--- config.mk ---
export PLATFORM = sky130hd
export DESIGN_NAME = reseed_bist
export DESIGN_NICKNAME = d
export VERILOG_FILES = /design/src/rtl/reseed_bist.sv
export SDC_FILE = /design/constraint.sdc
export NUM_CORES = 1
export LEC_CHECK = 0
export CAP_MARGIN = 20
export CORE_UTILIZATION = 53
export DETAILED_ROUTE_END_ITERATION = 7
export GPL_TIMING_DRIVEN = 0
export PLACE_DENSITY = 0.83
export SKIP_LAST_GASP = 1
export SLEW_MARGIN = 20
export SYNTH_ARGS = -nofsm -noshare
export SYNTH_HDL_FRONTEND = slang
export SYNTH_SLANG_ARGS = --single-unit
export TNS_END_PERCENT = 20
--- constraint.sdc ---
create_clock -name clk -period 3.7 [get_ports clk]
set_input_delay 0.37 -clock clk [delete_from_list [all_inputs] [get_ports clk]]
set_output_delay 0.37 -clock clk [all_outputs]
set_load 0.1 [all_outputs]
--- src/rtl/reseed_bist.sv ---
module reseed_bist #(
  parameter int W = 16,
  parameter int DEPTH = 8,
  parameter int LEN_W = 16,
  parameter logic [W-1:0] TAPS = 16'hB400,
  localparam int AW = (DEPTH > 1) ? $clog2(DEPTH) : 1
) (
  input  logic             clk,
  input  logic             rst_n,
  input  logic             start,
  input  logic             wr_en,
  input  logic [AW-1:0]    wr_addr,
  input  logic [W-1:0]     wr_seed,
  input  logic [LEN_W-1:0] wr_len,
  output logic [W-1:0]     pattern,
  output logic             pat_valid,
  input  logic [W-1:0]     resp,
  output logic [W-1:0]     signature,
  output logic             done
);

  typedef enum logic [1:0] {S_IDLE, S_LOAD, S_RUN, S_DONE} state_t;

  state_t            state;
  logic [W-1:0]      seed_mem [DEPTH];
  logic [LEN_W-1:0]  len_mem  [DEPTH];
  logic [AW-1:0]     idx;
  logic [LEN_W-1:0]  cnt;
  logic [W-1:0]      lfsr, misr;
  logic              in_idle, last_idx;

  function automatic logic [W-1:0] step(input logic [W-1:0] s);
    return {s[W-2:0], ^(s & TAPS)};
  endfunction

  assign in_idle   = (state == S_IDLE);
  assign last_idx  = (idx == AW'(DEPTH-1));
  assign pattern   = lfsr;
  assign pat_valid = (state == S_RUN);
  assign done      = (state == S_DONE);
  assign signature = misr;

  always_ff @(posedge clk) begin
    if (wr_en && in_idle) begin
      seed_mem[wr_addr] <= wr_seed;
      len_mem[wr_addr]  <= wr_len;
    end
  end

  always_ff @(posedge clk or negedge rst_n) begin
    if (!rst_n) begin
      state <= S_IDLE;
      idx   <= '0;
      cnt   <= '0;
      lfsr  <= '0;
      misr  <= '0;
    end else begin
      case (state)
        S_IDLE: if (start) begin
          idx   <= '0;
          misr  <= '0;
          state <= S_LOAD;
        end
        S_LOAD: begin
          lfsr <= seed_mem[idx];
          cnt  <= len_mem[idx];
          if (len_mem[idx] != '0) state <= S_RUN;
          else if (last_idx)      state <= S_DONE;
          else                    idx   <= idx + AW'(1);
        end
        S_RUN: begin
          lfsr <= step(lfsr);
          misr <= step(misr) ^ resp;
          cnt  <= cnt - LEN_W'(1);
          if (cnt == LEN_W'(1)) begin
            if (last_idx) state <= S_DONE;
            else begin
              idx   <= idx + AW'(1);
              state <= S_LOAD;
            end
          end
        end
        default: state <= S_IDLE;
      endcase
    end
  end

endmodule

==> summary.txt, run 1 <==
Die
  • DIE WIDTH: about 160 µm
  • IO Pins: 89
  • Chip height: 156 µm
  • Die footprint: 0.0245 mm²
  • Site Rows: between 50 and 60
  • Initial Utilization: 54.0%
  • Core area: 0.0234 mm²

Setup path
  • Worst R2R Start: idx[2]
  • Worst reg2reg setup slack: 0.34 ns
  • Worst Setup SP: idx[2]
  • CP Cell Sequence: buf_6 > clkbuf_1 > mux4_2 > mux2i_1 > nand4_1 > nor4_4 > o211ai_4 > mux2_4
  • Crit-path max FO: 10
  • Slowest cell delay on critical path: 0.52 ns
  • CP max-delay cell: nor4_4
  • Worst setup EP type: flip-flop
  • Critical path launch point type: flip-flop
  • Crit Path Class: reg -> reg
  • Worst EP required: 4.14 ns
  • Crit path arrival time: 3.81 ns

Global routing
  • First-pass GRT wire length: 41.0 mm
  • Vias in the first global route: 7206
  • Initial antenna violation count: 1
  • Largest net degree at the start of global routing: 54
  • Tot GR Track Use: 22.7%
  • Grt total ovfl: 0

Outcome
  • Status: finished, final reports clean

STA
  • Final setup vio count: 0
  • Slew Limit Fails: 0
  • Worst slew pin tran: ~0.99 ns
  • RSZ-0062 raised after global routing: false
  • Peak Freq: 297 MHz
  • Setup TNS: 0 ns
  • Rel. slew slack: 33.9%
  • Tmin final: ~3.4 ns
  • Fin crit share: 90.9%
  • Final WS setup: 0.336 ns
  • Final hold viol count: 0
  • Worst Skew: 0.00919 ns

Logic synthesis
  • Avg Inst Size Synth: 18.2 µm²
  • Top-area cell type share of the netlist area: 60.8%
  • Most frequent cells after synthesis: 256 x edfxtp_1, 64 x mux4_2, 58 x nand2_1
  • Yosys top cell by area: edfxtp_1
  • FF+latch count, synth: 309
  • Sequential fraction of the synthesis area: 71.3%
  • Top-count cell post-synth: edfxtp_1
  • Syn nets: 758
  • Most used DFF post-synth: edfxtp_1
  • Synth unique cells: 50
  • Cell count after synthesis: 694
  • EDFF count, synth: 256
  • Cell Area, Synth: 0.0126 mm²
  • Post-synth ARST share: 17.2%
  • Ys Warns: 0
  • Synth area leaders: edfxtp_1 61%, mux4_2 11%, dfrtp_1 10%

Final layout
  • Storage cell area: 0.00901 mm²
  • Area occupied by multi-input gates: ~0.0034 mm²
  • Final nets: 902
  • Layout cells sized above 1: 20.7%
  • Area grow syn2layout: 20.9%
  • Filler cells: 1553
  • Ant diodes: 0

Power and ir drop
  • Seq pwr share: 36.5%
  • PD cells: just over 800 mW/mm²
  • Switching share of power: 36.9%
  • Net Sw Power: 4.54 mW
  • Total power: 12.3 mW
  • Leakage: 5.29 nW
  • Clock power frac: 25.8%
  • P_int: 7.78 mW
  • Peak supply drop: 0.611 mV
  • Logic gate share of total power: 37.7%

Clock network
  • Worst-Skew Late Latency: ~0.55 ns
  • Post-CTS Setup Bufs: 0
  • CTS tree: done
  • Worst-path clk slew: 0.07 ns
  • Clk root buf: clkbuf_16
  • Buffer depth of the longest clock path: 3
  • CTS buffer count: 30
  • Clk sinks: 309
  • Htree depth: 1

Min path
  • Hold WC Path Type: in -> async

Placement
  • Dpl ws: 0.424 ns
  • DP Wirelength: 17.6 mm
  • Placer Congestion: 0.877
  • Port Buffers: 88

Routing
  • DRC viols: 0
  • Via/cell ratio: 5.94
  • Via count: 7010
  • Post-DR wirelength/cell: 23.0 µm
  • DR iter-0 viols: 743
  • First-pass DRT Iterations: 6
  • Final ANT Viol Nets: 0
  • Final WL: 27.2 mm

Run
  • Max-cap violations: 0
## per-layer routing
metal	share of wire (%)	routed length (µm)	up-vias	GRT usage, %
li1	-	-	3044	-
met1	40	11000	3552	30.2
met2	49	13200	354	37.7
met3	8.0	2180	60	4.18
met4	3.0	807	0	8.26
met5	0	0	-	0
## layout by cell type (no fill, tap or decap), drive strengths merged, types with 2 or more instances in the layout
cell           instances
edfxtp               256
o22ai                  6
or3                    2
nand2b                 8
ha                     9
o32ai                  2
nand4                  4
mux4                  64
dfrtp                 53
inv                    9
bufinv                 7
clkinvlp               2
xor2                   2
a22o                  13
clkinv                14
and3                   2
buf                   37
nand3                  6
clkdlybuf4s50         87
o21ai                 49
a21oi                  4
o211ai                 2
nor2                  13
xnor2                 20
mux2i                 36
nor3                  10
mux2                  17
or4                    3
nand2                 58
clkbuf                50
## per-stage QoR
step / util (%) / hold slack [ns] / instance area, µm² / std cells
floorplan: - / 0.0744 / 12600 / 694
global placement: 59.5 / 0.497 / 13900 / 1101
detailed placement: 60.8 / 0.475 / 14200 / 1124
CTS: 65.3 / 0.433 / 15300 / 1180
global route: 65.3 / 0.486 / 15300 / 1180
finish: 65.3 / 0.420 / 15300 / 1180
## registers in the layout, indices dropped and copies added (netlist names)
register	cells
len_mem	128
idx	3
cnt	16
pattern	16
seed_mem	128
state	2
signature	16
## path summary, 6_finish.rpt
| check | end | cells past startpoint |
|---|---|---|
| worst max-delay path | idx[0] | 8 |
| worst min-delay path | cnt[6] | 2 |
| worst max register to register | idx[0] | 8 |
| worst min register to register | signature[3] | 2 |
| max in group asynchronous | pattern[4] | 2 |
| min in group clk | signature[1] | 3 |
## critical path, delay by kind of cell, from the launching register on
kind                   cells  cell delay (ns)
AOI/OAI and AO/OA          1             0.18
buffers and inverters      2             0.69
DFF                        1             0.38
muxes                      3             1.20
and+or+nand+nor            2             0.80
## power by group through the flow
| stage | sequential (mW) | combinational [mW] | clock [mW] |
|---|---|---|---|
| 2_1_floorplan | 5.69 | 2.28 | 0 |
| 3_3_place_gp | 4.55 | 4.46 | 0 |
| 3_5_place_dp | 4.55 | 4.60 | 0 |
| 4_1_cts | 4.49 | 4.64 | 3.21 |
| 5_1_grt | 4.53 | 4.91 | 3.34 |
| 6_report | 4.49 | 4.65 | 3.18 |
## cell families after synthesis
group                    share of synthesized area (%)
flip-flops                                        71.3
multiplexers                                      15.8
AND/OR/NAND/NOR                                   4.25
AO/OA/AOI/OAI                                     4.16
buffers and inverters                             2.03
XOR/XNOR                                          1.53
adder cells (fa/ha/maj)                          0.891
## area by class of cell
class                           count  share of cell area [%]
Clock buffer                       32                    4.96
Multi-Input combinational cell    344                    22.3
Sequential cell                   309                    59.0
Inverter                            9                   0.311
Buffer                             32                    1.37
Tap cell                          319                    2.61
Timing Repair Buffer              112                    7.54
Clock inverter                     23                    1.86
## timing repair
item / in CTS / in global routing
endpoints found under the hold margin: 53 / 0
hold buffers: 1 / 0
gates resized for setup: 0 / 0
No activity file was read; power rests on OpenSTA's default activity.
==> run 2: changes to the inputs <==
--- a/config.mk
+++ b/config.mk
@@ -5,6 +5,7 @@
 export SDC_FILE = /design/constraint.sdc
 export NUM_CORES = 1
 export LEC_CHECK = 0
+export ABC_CLOCK_PERIOD_IN_PS = 3700
 export CAP_MARGIN = 20
 export CORE_UTILIZATION = 53
 export DETAILED_ROUTE_END_ITERATION = 7
==> results of run 2 <==
The final DEF is identical to that of run 1; final timing and power are the same.
